**src/rtl/lpm_pkg.sv**
```systemverilog
package lpm_pkg;
    typedef enum logic [2:0] {
        ST_RUN   = 3'd0,
        ST_SLEEP = 3'd1,
        ST_HALT  = 3'd2,
        ST_STOP  = 3'd3,
        ST_WARM  = 3'd4
    } lpm_state_e;

    localparam int PG_T8   = 0;
    localparam int PG_T16  = 1;
    localparam int PG_SER  = 2;
    localparam int PG_ADC  = 3;
    localparam int PG_BUS  = 4;
    localparam int PG_WDT  = 5;
    localparam int PG_NUM  = 6;

    typedef struct packed {
        lpm_state_e st;
        logic       wake;
    } fsm_t;
endpackage

```
**src/rtl/lpm_clk_map.sv**
```systemverilog
module lpm_clk_map
    import lpm_pkg::*;
(
    input  lpm_state_e         st,
    input  logic               bus_svc_req,
    output logic               osc_en,
    output logic               cpu_en,
    output logic [PG_NUM-1:0]  pg_en
);
    always_comb begin
        osc_en = 1'b1;
        cpu_en = 1'b0;
        pg_en  = '0;
        case (st)
            ST_RUN: begin
                cpu_en = 1'b1;
                pg_en  = '1;
            end
            ST_SLEEP: begin
                pg_en[PG_T8]  = 1'b1;
                pg_en[PG_T16] = 1'b1;
                pg_en[PG_SER] = 1'b1;
                pg_en[PG_ADC] = 1'b1;
                pg_en[PG_BUS] = bus_svc_req;
            end
            ST_STOP: osc_en = 1'b0;
            default: ;
        endcase
    end
endmodule

```
**src/rtl/lpm_wake_qual.sv**
```systemverilog
module lpm_wake_qual
    import lpm_pkg::*;
#(
    parameter int N_PER = 8,
    parameter int N_EXT = 4
) (
    input  lpm_state_e        st,
    input  logic [N_PER-1:0]  per_irq,
    input  logic [N_EXT-1:0]  ext_irq,
    output logic              wake_hit
);
    logic per_any;
    logic ext_any;

    assign per_any = |per_irq;
    assign ext_any = |ext_irq;

    always_comb begin
        case (st)
            ST_SLEEP:         wake_hit = per_any | ext_any;
            ST_HALT, ST_STOP: wake_hit = ext_any;
            default:          wake_hit = 1'b0;
        endcase
    end
endmodule

```
**src/rtl/lpm_stab_cnt.sv**
```systemverilog
module lpm_stab_cnt #(
    parameter int STAB_CYC = 1024
) (
    input  logic clk,
    input  logic rst_n,
    input  logic load,
    output logic zero
);
    localparam int CW = (STAB_CYC > 1) ? $clog2(STAB_CYC) : 1;
    localparam logic [CW-1:0] LOAD_VAL = CW'(STAB_CYC - 1);

    logic [CW-1:0] cnt_d, cnt_q;

    always_comb begin
        cnt_d = cnt_q;
        if (load)
            cnt_d = LOAD_VAL;
        else if (cnt_q != '0)
            cnt_d = cnt_q - 1'b1;
    end

    always_ff @(posedge clk or negedge rst_n) begin
        if (!rst_n) cnt_q <= '0;
        else        cnt_q <= cnt_d;
    end

    assign zero = (cnt_q == '0);
endmodule

```
**src/rtl/lpm_clk_ctrl.sv**
```systemverilog
module lpm_clk_ctrl
    import lpm_pkg::*;
#(
    parameter int N_PER    = 8,
    parameter int N_EXT    = 4,
    parameter int STAB_CYC = 1024
) (
    input  logic              clk,
    input  logic              rst_n,
    input  logic              mode_req,
    input  logic [1:0]        mode_sel,
    input  logic [N_PER-1:0]  per_irq,
    input  logic [N_EXT-1:0]  ext_irq,
    input  logic              bus_svc_req,
    output logic              osc_en,
    output logic              cpu_clk_en,
    output logic [5:0]        pclk_en,
    output logic [2:0]        state_o,
    output logic              wake_pulse
);
    fsm_t fsm_d, fsm_q;
    logic wake_hit;
    logic stab_load;
    logic stab_zero;

    lpm_wake_qual #(.N_PER(N_PER), .N_EXT(N_EXT)) u_wq (
        .st       (fsm_q.st),
        .per_irq  (per_irq),
        .ext_irq  (ext_irq),
        .wake_hit (wake_hit)
    );

    lpm_stab_cnt #(.STAB_CYC(STAB_CYC)) u_cnt (
        .clk   (clk),
        .rst_n (rst_n),
        .load  (stab_load),
        .zero  (stab_zero)
    );

    lpm_clk_map u_map (
        .st          (fsm_q.st),
        .bus_svc_req (bus_svc_req),
        .osc_en      (osc_en),
        .cpu_en      (cpu_clk_en),
        .pg_en       (pclk_en)
    );

    always_comb begin
        fsm_d      = fsm_q;
        fsm_d.wake = 1'b0;
        stab_load  = 1'b0;
        case (fsm_q.st)
            ST_RUN: begin
                if (mode_req) begin
                    case (mode_sel)
                        2'b01:   fsm_d.st = ST_SLEEP;
                        2'b10:   fsm_d.st = ST_HALT;
                        2'b11:   fsm_d.st = ST_STOP;
                        default: fsm_d.st = ST_RUN;
                    endcase
                end
            end
            ST_SLEEP, ST_HALT: begin
                if (wake_hit) begin
                    fsm_d.st   = ST_RUN;
                    fsm_d.wake = 1'b1;
                end
            end
            ST_STOP: begin
                if (wake_hit) begin
                    fsm_d.st  = ST_WARM;
                    stab_load = 1'b1;
                end
            end
            ST_WARM: begin
                if (stab_zero) begin
                    fsm_d.st   = ST_RUN;
                    fsm_d.wake = 1'b1;
                end
            end
            default: fsm_d.st = ST_RUN;
        endcase
    end

    always_ff @(posedge clk or negedge rst_n) begin
        if (!rst_n) begin
            fsm_q.st   <= ST_RUN;
            fsm_q.wake <= 1'b0;
        end else begin
            fsm_q <= fsm_d;
        end
    end

    assign state_o    = fsm_q.st;
    assign wake_pulse = fsm_q.wake;
endmodule

```
**config.mk**
```make
export PLATFORM = sky130hd
export DESIGN_NAME = lpm_clk_ctrl
export DESIGN_NICKNAME = d
export VERILOG_FILES = /design/src/rtl/lpm_pkg.sv /design/src/rtl/lpm_clk_map.sv /design/src/rtl/lpm_wake_qual.sv /design/src/rtl/lpm_stab_cnt.sv /design/src/rtl/lpm_clk_ctrl.sv
export SDC_FILE = /design/constraint.sdc
export NUM_CORES = 1
export LEC_CHECK = 0
export ABC_CLOCK_PERIOD_IN_PS = 2100
export BUFFER_PORTS_ARGS = -buffer_cell sky130_fd_sc_hd__buf_2
export CAP_MARGIN = 20
export CORE_UTILIZATION = 50
export CTS_CLUSTER_SIZE = 40
export DETAILED_ROUTE_END_ITERATION = 16
export GPL_ROUTABILITY_DRIVEN = 1
export PLACE_DENSITY = 0.78
export SYNTH_ARGS = -nofsm -noshare
export SYNTH_HDL_FRONTEND = slang
export SYNTH_SLANG_ARGS = --single-unit
```
**constraint.sdc**
```tcl
create_clock -name clk -period 2.1 [get_ports clk]
set_input_delay 0.315 -clock clk [delete_from_list [all_inputs] [get_ports clk]]
set_output_delay 0.315 -clock clk [all_outputs]
set_load 0.1 [all_outputs]
```
# After elaboration in Yosys (flattened, before gate mapping)
# Cells that the tools add are included.
dict set report classes {
  add_sub_neg 1
  multipliers 0
  n_div 0
  n_lt_le_gt_ge 0
  eq_ne 11
  n_shift 0
  mux 15
  n_bitwise 1
  n_reduce_logical 9
}
# op count
set op_table {}
lappend op_table {{10-bit 2-to-1 mux} 2}
lappend op_table {{3-bit case mux with 4 select lines} 1}
lappend op_table {{10-bit logical NOT} 1}
lappend op_table {{5-bit case mux with 2 select lines} 1}
lappend op_table {{10-bit nonzero test} 1}
lappend op_table {{10-bit by 1-bit subtractor with 10-bit output (second input constant)} 1}
lappend op_table {{4-bit 2-to-1 mux} 2}
lappend op_table {{8-bit OR reduction} 1}
lappend op_table {{3-bit by 2-bit equality test with 1-bit output (second input constant)} 2}
lappend op_table {{3-bit 2-to-1 mux} 2}
lappend op_table {{2-bit inequality test (second input constant)} 3}
lappend op_table {{2-bit case mux with 3 select lines} 1}
lappend op_table {{2-bit equality test (second input constant)} 2}
lappend op_table {{1-bit 2-to-1 mux} 4}
lappend op_table {{1-bit case mux with 2 select lines} 2}
lappend op_table {{4-bit AND reduction} 1}
lappend op_table {{2-bit OR reduction} 2}
lappend op_table {{4-bit OR reduction} 1}
lappend op_table {{3-bit by 1-bit equality test with 1-bit output (second input constant)} 1}
lappend op_table {{3-bit equality test (second input constant)} 1}
lappend op_table {{3-bit logical NOT} 1}
lappend op_table {{2-bit by 1-bit equality test with 1-bit output (second input constant)} 1}
lappend op_table {{2-bit by 1-bit inequality test with 1-bit output (second input constant)} 1}
lappend op_table {{2-bit nonzero test} 1}
lappend op_table {{1-bit OR} 1}
dict set report word_totals {
  regBits 14
  latchBits 0
  ramBits 0
  mem_bits_ro 0
  inputBits 18
  output_inout_bits 12
  elab_cells 40
  memories 0
}

# Logic depth before layout (Yosys ltp)
# Gate-level depths: netlist of the first run.
dict set report logic_depth {
  ltp_word 6
  mapped_depth 6
  depth_no_buf 5
}

# By module
# From an unflattened synthesis of the first run, not the netlist that was laid out.
dict set report unflattened {
  cells_unflattened 81
  area_unflattened_um2 825.8
}
# module n_inst cells_each area_per_inst_um2 seq_area_each_um2
set modules_own_cells {}
lappend modules_own_cells {lpm_stab_cnt 1 49 524.3 250.2}
lappend modules_own_cells {lpm_clk_ctrl 1 17 198.9 100.1}
lappend modules_own_cells {lpm_clk_map 1 9 60.1 0.0}
lappend modules_own_cells {lpm_wake_qual 1 6 42.5 0.0}

# Worst setup path before layout of the first run
# No wires, ideal clock.
dict set report synth_path {
  path_type {register -> output}
  startpoint {register state_o[2] (netlist name)}
  endpoint {output port pclk_en[5]}
  t_arrival_ps 3745
  required_ps 1785
  path_slack_ps -1960
  stages_incl_launch_ff 4
  path_buffers 2
  cell_sequence {dfrtp_1 -> buf_2 -> nor3_1 -> buf_4}
}
dict set report synth_via {
  elab_chain_len 2
}
# element line
set synth_lines {}
lappend synth_lines {{3-bit logical NOT} --}
lappend synth_lines {{1-bit 2-to-1 mux} --}
lappend synth_lines {{end, declared} lpm_clk_ctrl.sv:17} ;# output logic [5:0] pclk_en,
# Every way passes these cells.

# Worst setup path after layout of the first run
dict set report layout_path {
  startpoint {register state_o[2] (netlist name)}
  endpoint {output port osc_en}
}
dict set report layout_via {
  elab_chain_len 2
}
# element line
set layout_lines {}
lappend layout_lines {{3-bit by 2-bit equality test with 1-bit output} lpm_clk_map.sv:14} ;# case (st)
lappend layout_lines {{1-bit 2-to-1 mux} lpm_clk_map.sv:14}
lappend layout_lines {{end, declared} lpm_clk_ctrl.sv:15} ;# output logic osc_en,
# Every way passes these cells.

==> impl_summary.log, run 1 <==
INFO  metric clock_tree.htree_level_count = 1
INFO  metric cts_resized = 0
INFO  metric worst_setup_hold_path_clk_slew = 0.08 ns
INFO  metric timing.critical_path.fanout_max = 10
INFO  metric netlist_instances = 96
INFO  metric fillCellCount = 166
INFO  metric coreArea = 1760 um2
INFO  metric finish.instance_area = 1140 um2
INFO  metric drt-total-wl = 2.17 mm
INFO  metric first_pass_iters = 4
INFO  metric grt_setup_unrepaired = no
INFO  metric placed_cell_area = 1110 um2
INFO  metric path_class = flip-flop to output pin
INFO  metric final_common_cell = buf_2
INFO  metric critPathTopFamily = flip-flops
INFO  metric cp_cell_sequence = and3b_1 > clkinvlp_4 > buf_2
INFO  metric synth_ff_type = dfrtp_1
INFO  metric antenna_violating_nets_post_route = 0
INFO  metric fin_crit_sh = 0.876
INFO  metric ys_seq_area_frac = 0.366
INFO  metric hold_viol = 0
INFO  metric fp.dieArea = 2100 um2
INFO  metric setup-violations-final = 0
INFO  metric max-clock-path-buffers = 2
INFO  metric grt_first_pass_wirelength = 3.59 mm
INFO  metric vias_in_the_first_global_route = 783
INFO  metric numClockSinks = 14
INFO  metric layout-drive-gt1-share = 0.430
INFO  metric cts_made_buffers = 3
INFO  metric drcViolationCount = 0
INFO  metric finalMaxSlewViolations = 0
INFO  metric irDropWorstVdd = 0.000979 V
INFO  metric most-common-layout-cells = 29 x buf_2, 11 x dfrtp_1, 9 x a21oi_1
INFO  metric grt-ovfl-total = 0
INFO  metric final_cells = 146
INFO  metric worst_hold_path.endpoint = state_o[0]
INFO  metric synth_area_per_cell = 9.98 um2
INFO  metric route.detailed.wl_per_inst = 14.9 um
INFO  metric hold_path_startpoint = mode_sel[0]
INFO  metric timing.hold.worst_path_depth = 3
INFO  metric timing.rr.start = u_cnt.cnt_q[0]
INFO  metric slew_headroom = 0.561
INFO  metric fin_tns_setup = 0 ns
INFO  metric seqCellArea = 357 um2
INFO  metric cp_slowest_cell = dfrtp_4
INFO  metric worstPathArrival = 1.52 ns
INFO  metric dp_cells = 141
INFO  metric via_count = 825
INFO  metric max_cap_viol_count = 0
INFO  metric hold_slack = 0.291 ns
INFO  metric dieHeight = 45.8 um
INFO  metric worst_pin_slew = 0.652 ns
INFO  metric crit_path_launch_type = flip-flop
INFO  metric nNetsFinal = 142
INFO  metric worst_r2r_path_depth = 5
INFO  metric core.rowCount = 15
INFO  metric clk_latency = 0.28 ns
INFO  metric gr_usage_total = 0.244
INFO  metric multi_input_combinational_cell_area = 544 um2
INFO  metric postSynth.asyncResetShare = 1.00
INFO  metric start_util = 0.543
INFO  metric synthToLayoutAreaGrowth = 19.3%
INFO  metric grt_antenna_before_repair = 0
INFO  metric worst_path_largest_cell_delay = 0.55 ns
INFO  metric clock-root-buffer = clkbuf_4
INFO  metric synth-seq-cells = 14
INFO  metric timing.fmax = 544 MHz
INFO  metric hold_buffers = 1
INFO  metric place_congestion = 0.834
INFO  metric die_width = 45.8 um
INFO  metric ioPinCount = 30
INFO  metric worstPathRequired = 1.78 ns
INFO  metric cts_setup_buffers = 0
INFO  metric detailedPlacementHpwl = 1.65 mm
INFO  metric critPathBufInv = 2
INFO  metric placement_stage_worst_setup_slack = 0.355 ns
INFO  metric yosys_warns = 0
INFO  metric worstHoldPathType = primary input to flip-flop
INFO  metric run_status = complete, no violations
INFO  metric port_buffers = 29
INFO  metric regToRegEndpoint = u_cnt.cnt_q[0]
INFO  metric leakagePower = 0.000470 uW
INFO  metric crit_path_end_kind = output pin
INFO  metric finalWorstPathRequiredPeriod = 1.84 ns
INFO  metric via_per_inst = 5.65
INFO  metric syn_nets = 116
INFO  metric synth-edff-count = 0
INFO  metric synth.distinct_cells = 38
INFO  metric post-route-worst-setup-slack = 0.261 ns
INFO  metric tritoncts = yes
INFO  metric antenna_cells_inserted = 0
INFO  metric mappedNetlistArea = 958 um2
INFO  metric drt_first_iter_violations = 21
INFO  metric final.setup_skew = 0.00381 ns
INFO  metric regToRegSetupSlack = 0.32 ns
INFO  metric power.density_cell_area = 1300 nW/um2
INFO  metric grt_start_max_net_pins = 17
synthesized netlist by cell type (all sizes together), types with 2 or more instances:
master   number  area [um2]
dfrtp        14         350
a21oi         9        45.0
buf           9        67.6
mux2i         6        60.1
inv           5        18.8
a21boi        4        30.0
nor2          4        15.0
nor3          4        25.0
or3           4        30.0
nand2         3        11.3
nand3         3        15.0
nor4          3        18.8
o31ai         3        22.5
a2111oi       2        30.0
a22oi         2        25.0
ha            2        25.0
or3b          2        17.5
or4           2        18.8
where the power goes:
part           switching, uW  internal, uW  total, uW
logic                    575           226        801
clock network           84.1          73.8        158
registers                154           372        527
total                    814           672       1490
per-stage QoR:
stage / total power, uW / util
floorplan: 1220 / -
finish: 1490 / 0.648
CTS: 1490 / 0.648
detailed placement: 1320 / 0.628
global route: 1570 / 0.648
global placement: 1290 / 0.628
tightest hold or removal path, cell delays in order:
cell and delay [ns]:
buf_2 0.08, nand3_1 0.09, o41ai_2 0.06
worst max path at each step:
stage,from,endpoint,cells past startpoint
floorplan,state_o[2],pclk_en[5],3
global placement,u_cnt.cnt_q[0],u_cnt.cnt_q[0],5
detailed placement,u_cnt.cnt_q[0],u_cnt.cnt_q[0],5
CTS,state_o[2],osc_en,3
global route,u_cnt.cnt_q[0],u_cnt.cnt_q[1],5
finish,state_o[2],osc_en,3
flip-flops by register name, indices dropped and copies added (netlist names):
name / count
u_cnt.cnt_q: 10
state_o: 3
wake_pulse: 1
logic make-up (layout without fill, tap and decap cells):
family	count (synthesis)	in the layout	synth area share
AO/OA/AOI/OAI	29	29	0.249
adder cells (fa/ha/maj)	2	2	0.0261
AND/OR/NAND/NOR	30	30	0.202
multiplexers	6	6	0.0627
buffers and inverters	15	40	0.0940
flip-flops	14	14	0.366
final cells by class:
cell class,instances,share of cell area
multi-input combinational,67,0.476
timing repair buffer,31,0.142
clock buffer,4,0.0230
inverter,5,0.0197
sequential,14,0.312
tap,25,0.0274
metal layers:
| layer | up-vias | part of all wire | track usage |
|---|---|---|---|
| met3 | 8 | 0.042 | 0.0635 |
| li1 | 412 | - | - |
| met4 | 0 | 0.025 | 0.0824 |
| met1 | 382 | 0.44 | 0.316 |
| met2 | 23 | 0.49 | 0.394 |
| met5 | - | 0 | 0 |
Note: power is estimated with default switching activity, not from simulation.
==> inputs of run 2 (changes only) <==
--- a/config.mk
+++ b/config.mk
@@ -5,14 +5,15 @@
 export SDC_FILE = /design/constraint.sdc
 export NUM_CORES = 1
 export LEC_CHECK = 0
+export ABC_AREA = 1
 export ABC_CLOCK_PERIOD_IN_PS = 2100
 export BUFFER_PORTS_ARGS = -buffer_cell sky130_fd_sc_hd__buf_2
 export CAP_MARGIN = 20
-export CORE_UTILIZATION = 50
+export CORE_UTILIZATION = 48
 export CTS_CLUSTER_SIZE = 40
 export DETAILED_ROUTE_END_ITERATION = 16
 export GPL_ROUTABILITY_DRIVEN = 1
-export PLACE_DENSITY = 0.78
+export PLACE_DENSITY = 0.77
 export SYNTH_ARGS = -nofsm -noshare
 export SYNTH_HDL_FRONTEND = slang
 export SYNTH_SLANG_ARGS = --single-unit
==> run 2 against run 1 <==
- sequential share of layout area is 2.3 points higher
- synthesized cell count grew 21%
- register-to-register slack gained 0.24 ns
- cell area fell by 6.2%
- non-clock buffer count is 1 lower
- critical path type unchanged
- first-iteration DRC count unchanged
- final cell count up 16%
- setup slack got worse by 0.028 ns
- core utilization up 2.4 points
- highest routed layer unchanged
==> impl_summary.log, run 2 <==
INFO  metric postSynth.asyncResetShare = 1.00 (unchanged)
INFO  metric grt-ovfl-total = 0 (unchanged)
INFO  metric core.rowCount = 14 (was 15)
INFO  metric crit_path_launch_type = flip-flop (unchanged)
INFO  metric worst_setup_hold_path_clk_slew = 0.09 ns (was 0.08 ns)
INFO  metric layout-drive-gt1-share = 0.331 (was 0.430)
INFO  metric hold_path_startpoint = mode_sel[0] (unchanged)
INFO  metric antenna_cells_inserted = 0 (unchanged)
INFO  metric timing.rr.start = u_cnt.cnt_q[0] (unchanged)
INFO  metric port_buffers = 29 (unchanged)
INFO  metric antenna_violating_nets_post_route = 0 (unchanged)
INFO  metric finalMaxSlewViolations = 0 (unchanged)
INFO  metric netlist_instances = 116 (was 96)
INFO  metric fp.dieArea = 1960 um2 (was 2100 um2)
INFO  metric max-clock-path-buffers = 2 (unchanged)
INFO  metric post_synth_main_area_contributors = dfrtp_1 41%, nand2_1 12%, nand3_1 8.7% (was dfrtp_1 37%, mux2i_1 6.3%, a21oi_1 4.7%)
INFO  metric grt_setup_unrepaired = no (unchanged)
INFO  metric synthTopCellsByCount = 27 x nand2_1, 16 x nor2_1, 15 x inv_1, 15 x nand3_1, 14 x dfrtp_1 (was 14 x dfrtp_1, 9 x a21oi_1, 6 x mux2i_1, 5 x inv_1)
INFO  metric worstPathArrival = 1.55 ns (was 1.52 ns)
INFO  metric post-route-worst-setup-slack = 0.233 ns (was 0.261 ns)
INFO  metric max_flop_register = u_cnt.cnt_q (unchanged)
INFO  metric cts_setup_buffers = 0 (unchanged)
INFO  metric timing.critical_path.fanout_max = 6 (was 10)
INFO  metric synth_ff_type = dfrtp_1 (unchanged)
INFO  metric slew_headroom = 0.671 (was 0.561)
INFO  metric synth_most_common_cell = nand2_1 (was dfrtp_1)
INFO  metric yosys_warns = 0 (unchanged)
INFO  metric grt_first_pass_wirelength = 3.32 mm (was 3.59 mm)
INFO  metric run_status = complete, no violations (unchanged)
INFO  metric synth.distinct_cells = 19 (was 38)
INFO  metric synth_area_per_cell = 7.40 um2 (was 9.98 um2)
INFO  metric first_pass_iters = 5 (was 4)
INFO  metric synth_largest_type_area_fraction = 0.408 (was 0.366)
INFO  metric most-common-layout-cells = 29 x buf_2, 25 x nand2_1, 15 x nor2_1, 15 x nand3_1, 14 x inv_1 (was 29 x buf_2, 11 x dfrtp_1, 9 x a21oi_1)
INFO  metric start_util = 0.538 (was 0.543)
INFO  metric drcViolationCount = 0 (unchanged)
INFO  metric setup-violations-final = 0 (unchanged)
INFO  metric numClockSinks = 14 (unchanged)
INFO  metric worst_pin_slew = 0.496 ns (was 0.652 ns)
INFO  metric setup.worst_path.start = state_o[2] (unchanged)
INFO  metric ioPinCount = 30 (unchanged)
INFO  metric crit_path_end_kind = output pin (unchanged)
INFO  metric place_congestion = 0.845 (was 0.834)
INFO  metric path_class = flip-flop to output pin (unchanged)
INFO  metric synthToLayoutAreaGrowth = 24.9% (was 19.3%)
INFO  metric detailedPlacementHpwl = 1.43 mm (was 1.65 mm)
INFO  metric nNetsFinal = 166 (was 142)
INFO  metric via_per_inst = 5.14 (was 5.65)
INFO  metric clock_tree.htree_level_count = 1 (unchanged)
INFO  metric worstHoldPathType = primary input to flip-flop (unchanged)
INFO  metric cts_made_buffers = 3 (unchanged)
INFO  metric cts_resized = 0 (unchanged)
INFO  metric mappedNetlistArea = 858 um2 (was 958 um2)
INFO  metric die_width = 44.3 um (was 45.8 um)
INFO  metric fin_crit_sh = 0.889 (was 0.876)
INFO  metric clock-root-buffer = clkbuf_4 (unchanged)
INFO  metric coreArea = 1590 um2 (was 1760 um2)
INFO  metric max_cap_viol_count = 0 (unchanged)
INFO  metric final_common_cell = buf_2 (unchanged)
INFO  metric grt_start_max_net_pins = 15 (was 17)
INFO  metric ys_seq_area_frac = 0.408 (was 0.366)
INFO  metric via_count = 869 (was 825)
INFO  metric vias_in_the_first_global_route = 799 (was 783)
INFO  metric hold_buffers = 1 (unchanged)
INFO  metric grt_antenna_before_repair = 0 (unchanged)
INFO  metric route.detailed.wl_per_inst = 10.9 um (was 14.9 um)
INFO  metric fin_tns_setup = 0 ns (unchanged)
INFO  metric synth_top_cell_by_area = dfrtp_1 (unchanged)
INFO  metric hold_slack = 0.343 ns (was 0.291 ns)
INFO  metric seqCellArea = 359 um2 (was 357 um2)
INFO  metric gr_usage_total = 0.229 (was 0.244)
INFO  metric tritoncts = yes (unchanged)
INFO  metric multi_input_combinational_cell_area = 432 um2 (was 544 um2)
INFO  metric drt_first_iter_violations = 21 (unchanged)
INFO  metric worstPathRequired = 1.78 ns (about the same)
INFO  metric clk_latency = 0.29 ns (was 0.28 ns)
INFO  metric synth-seq-cells = 14 (unchanged)
INFO  metric synth-edff-count = 0 (unchanged)
INFO  metric placement_stage_worst_setup_slack = 0.536 ns (was 0.355 ns)
INFO  metric max_reg_flops = 10 (unchanged)
INFO  metric syn_nets = 136 (was 116)
INFO  metric placed_cell_area = 1030 um2 (was 1110 um2)
INFO  metric fillCellCount = 142 (was 166)
INFO  metric dieHeight = 44.3 um (was 45.8 um)
INFO  metric timing.fmax = 536 MHz (was 544 MHz)
INFO  metric finish.instance_area = 1070 um2 (was 1140 um2)
INFO  metric final.setup_skew = 0.00647 ns (was 0.00381 ns)
INFO  metric hold_viol = 0 (unchanged)
INFO  metric drt-total-wl = 1.85 mm (was 2.17 mm)
INFO  metric finalWorstPathRequiredPeriod = 1.87 ns (was 1.84 ns)
run 2: cell families (layout without fill, tap and decap cells):
| logic type | after synthesis | in the layout | share of synthesized area |
|---|---|---|---|
| flops | 14 | 14 | 0.408 |
| simple gates | 70 | 70 | 0.379 |
| compound gates | 9 | 9 | 0.0641 |
| buf+inv | 20 | 49 | 0.109 |
| fa+ha+maj | 2 | 2 | 0.0291 |
| xor+xnor | 1 | 1 | 0.0102 |
run 2: layout make-up:
type	instances	share of cell area
tap	24	0.0280
timing repair buffer	30	0.145
clock buffer	4	0.0338
sequential	14	0.335
multi-input combinational	82	0.403
inverter	15	0.0560
run 2: path summary, 6_finish.rpt:
path	end	slack [ns]	cells past startpoint
worst max register to register	u_cnt.cnt_q[2]	0.56	7
worst max-delay path	pclk_en[4]	0.23	4
min in group asynchronous	state_o[0]	0.45	2
worst min-delay path	state_o[0]	0.34	5
worst min register to register	state_o[0]	0.55	2
max in group asynchronous	state_o[2]	1.38	2
run 2: through the flow:
step,cells,utilization
floorplan,116,-
global placement,164,0.644
detailed placement,164,0.644
CTS,169,0.673
global route,169,0.673
finish,169,0.673
run 2: routing by layer:
layer | track usage | share of wire | vias up | routed length, um
met2 | 0.374 | 0.48 | 34 | 893
met1 | 0.282 | 0.42 | 399 | 781
li1 | - | - | 427 | -
met4 | 0.0909 | 0.033 | 0 | 60
met3 | 0.0735 | 0.060 | 9 | 110
met5 | 0 | 0 | - | 0
run 2: worst max-delay path, cell delays in order, from the launching register on:
cell     delay [ns]
dfrtp_4        0.51
nor2_4         0.18
nand2_4        0.09
nand2_2        0.06
buf_2          0.42
Power of run 2 is not shown: default switching activity piles up to over one toggle a cycle in this logic, so the estimate is an artifact.
==> inputs of run 3 (changes only) <==
--- a/config.mk
+++ b/config.mk
@@ -9,10 +9,12 @@
 export ABC_CLOCK_PERIOD_IN_PS = 2100
 export BUFFER_PORTS_ARGS = -buffer_cell sky130_fd_sc_hd__buf_2
 export CAP_MARGIN = 20
+export CORE_MARGIN = 5
 export CORE_UTILIZATION = 48
 export CTS_CLUSTER_SIZE = 40
 export DETAILED_ROUTE_END_ITERATION = 16
 export GPL_ROUTABILITY_DRIVEN = 1
+export GPL_TIMING_DRIVEN = 0
 export PLACE_DENSITY = 0.77
 export SYNTH_ARGS = -nofsm -noshare
 export SYNTH_HDL_FRONTEND = slang
==> run 3 against run 2 <==
- setup slack lost 0.11 ns
- final cell count is 3.6% higher
- sequential share of layout area is 1.5 points lower
- non-clock buffer count is 5 higher
- hold slack better by 0.017 ns
- core utilization shrank 1.5 points
- clock-buffer cell count unchanged
- via count down 2.0%
- cell area grew 4.8%
- register-to-register slack better by 0.05 ns
- fmax is 5.8% lower
- critical path depth rose by 1
==> impl_summary.log, run 3 (same netlist as run 2, synthesis figures left out) <==
INFO  metric run_status = complete, no violations (unchanged)
INFO  metric max-clock-path-buffers = 2 (unchanged)
INFO  metric worstPathArrival = 1.67 ns (was 1.55 ns)
INFO  metric nNetsFinal = 171 (was 166)
INFO  metric port_buffers = 29 (unchanged)
INFO  metric core.rowCount = 15 (was 14)
INFO  metric grt_setup_unrepaired = no (unchanged)
INFO  metric clk_latency = 0.27 ns (was 0.29 ns)
INFO  metric layout-drive-gt1-share = 0.353 (was 0.331)
INFO  metric numClockSinks = 14 (unchanged)
INFO  metric hold_slack = 0.360 ns (was 0.343 ns)
INFO  metric drcViolationCount = 0 (unchanged)
INFO  metric antenna_cells_inserted = 0 (unchanged)
INFO  metric grt_start_max_net_pins = 15 (unchanged)
INFO  metric worstHoldPathType = primary input to flip-flop (unchanged)
INFO  metric max_cap_viol_count = 0 (unchanged)
INFO  metric crit_path_end_kind = output pin (unchanged)
INFO  metric coreArea = 1710 um2 (was 1590 um2)
INFO  metric most-common-layout-cells = 29 x buf_2, 25 x nand2_1, 15 x nor2_1, 15 x nand3_1, 14 x inv_1 (unchanged)
INFO  metric timing.rr.start = u_cnt.cnt_q[0] (unchanged)
INFO  metric cts_setup_buffers = 0 (unchanged)
INFO  metric clock_tree.htree_level_count = 1 (unchanged)
INFO  metric grt_antenna_before_repair = 0 (unchanged)
INFO  metric worst_setup_hold_path_clk_slew = 0.08 ns (was 0.09 ns)
INFO  metric drt-total-wl = 2.00 mm (was 1.85 mm)
INFO  metric worst_hold_path.endpoint = state_o[1] (was state_o[0])
INFO  metric vias_in_the_first_global_route = 829 (was 799)
INFO  metric max_reg_flops = 10 (unchanged)
INFO  metric synthToLayoutAreaGrowth = 30.9% (was 24.9%)
INFO  metric via_count = 852 (was 869)
INFO  metric die_width = 52.3 um (was 44.3 um)
INFO  metric grt-ovfl-total = 0 (unchanged)
INFO  metric fp.dieArea = 2730 um2 (was 1960 um2)
INFO  metric first_pass_iters = 4 (was 5)
INFO  metric drt_first_iter_violations = 10 (was 21)
INFO  metric antenna_violating_nets_post_route = 0 (unchanged)
INFO  metric via_per_inst = 4.87 (was 5.14)
INFO  metric worst_pin_slew = 0.494 ns (was 0.496 ns)
INFO  metric final.setup_skew = 0.00504 ns (was 0.00647 ns)
INFO  metric fin_crit_sh = 0.944 (was 0.889)
INFO  metric fillCellCount = 151 (was 142)
INFO  metric hold_path_startpoint = mode_sel[1] (was mode_sel[0])
INFO  metric detailedPlacementHpwl = 1.66 mm (was 1.43 mm)
INFO  metric crit_path_launch_type = flip-flop (unchanged)
INFO  metric regToRegSetupSlack = 0.61 ns (was 0.56 ns)
INFO  metric finalWorstPathRequiredPeriod = 1.98 ns (was 1.87 ns)
INFO  metric timing.hold.worst_path_depth = 5 (unchanged)
INFO  metric cts_made_buffers = 3 (unchanged)
INFO  metric tritoncts = yes (unchanged)
INFO  metric path_class = flip-flop to output pin (unchanged)
INFO  metric regToRegEndpoint = u_cnt.cnt_q[2] (unchanged)
INFO  metric dieHeight = 52.3 um (was 44.3 um)
INFO  metric finalMaxSlewViolations = 0 (unchanged)
INFO  metric gr_usage_total = 0.168 (was 0.229)
INFO  metric slew_headroom = 0.673 (was 0.671)
INFO  metric worstPathRequired = 1.78 ns (about the same)
INFO  metric ioPinCount = 30 (unchanged)
INFO  metric worst_r2r_path_depth = 7 (unchanged)
INFO  metric start_util = 0.503 (was 0.538)
INFO  metric final_common_cell = buf_2 (unchanged)
INFO  metric route.detailed.wl_per_inst = 11.4 um (was 10.9 um)
INFO  metric place_congestion = 0.828 (was 0.845)
INFO  metric max_flop_register = u_cnt.cnt_q (unchanged)
INFO  metric timing.fmax = 505 MHz (was 536 MHz)
INFO  metric hold_viol = 0 (unchanged)
INFO  metric clock-root-buffer = clkbuf_4 (unchanged)
INFO  metric setup-violations-final = 0 (unchanged)
INFO  metric grt_first_pass_wirelength = 3.42 mm (was 3.32 mm)
INFO  metric timing.critical_path.fanout_max = 6 (unchanged)
run 3: stage by stage:
step                std cells  TNS [ns]  setup WS, ns  utilization  instance area (um2)
CTS                       175         0        0.0950        0.658                 1120
detailed placement        170         0         0.404        0.631                 1080
global route              175         0        0.0403        0.658                 1120
floorplan                 116    -0.250        -0.228            -                  901
global placement          170         0         0.425        0.631                 1080
finish                    175         0         0.118        0.658                 1120
run 3: repair_timing:
| item | in CTS | in global routing |
|---|---|---|
| hold endpoints to repair | 14 | 0 |
| hold buffers | 1 | 0 |
| resized for setup | 0 | 0 |
run 3: routing by layer:
metal | vias up | GRT usage | wire, um
li1 | 438 | - | -
met5 | - | 0 | 0
met3 | 4 | 0.0598 | 71
met4 | 0 | 0.0426 | 15
met2 | 18 | 0.320 | 1070
met1 | 392 | 0.170 | 836
run 3: worst max-delay path: stages (launching register included):
cell	delay (ns)
dfrtp_4	0.51
nor2_4	0.20
nand2_4	0.10
clkinvlp_4	0.09
buf_12	0.09
buf_2	0.41
run 3: worst max path at each step:
stage               start    endpoint  slack [ns]  cells after the start
5_1_grt        state_o[2]  pclk_en[5]        0.04                      5
4_1_cts        state_o[2]  pclk_en[5]         0.1                      5
3_5_place_dp   state_o[2]  pclk_en[5]        0.40                      5
2_1_floorplan  state_o[2]  pclk_en[5]       -0.23                      4
3_3_place_gp   state_o[2]  pclk_en[5]        0.43                      5
6_report       state_o[2]  pclk_en[5]        0.12                      5
run 3: final cells by class:
type	count	area, um2	area share
clock buffers	4	36.3	0.0323
plain buffers	5	50.0	0.0445
inverters	15	60.1	0.0535
flip-flops and latches	14	359	0.320
well taps	25	31.3	0.0278
multi-input cells	82	432	0.384
repair buffers	30	155	0.138
Power of run 3 is left out for the same reason.
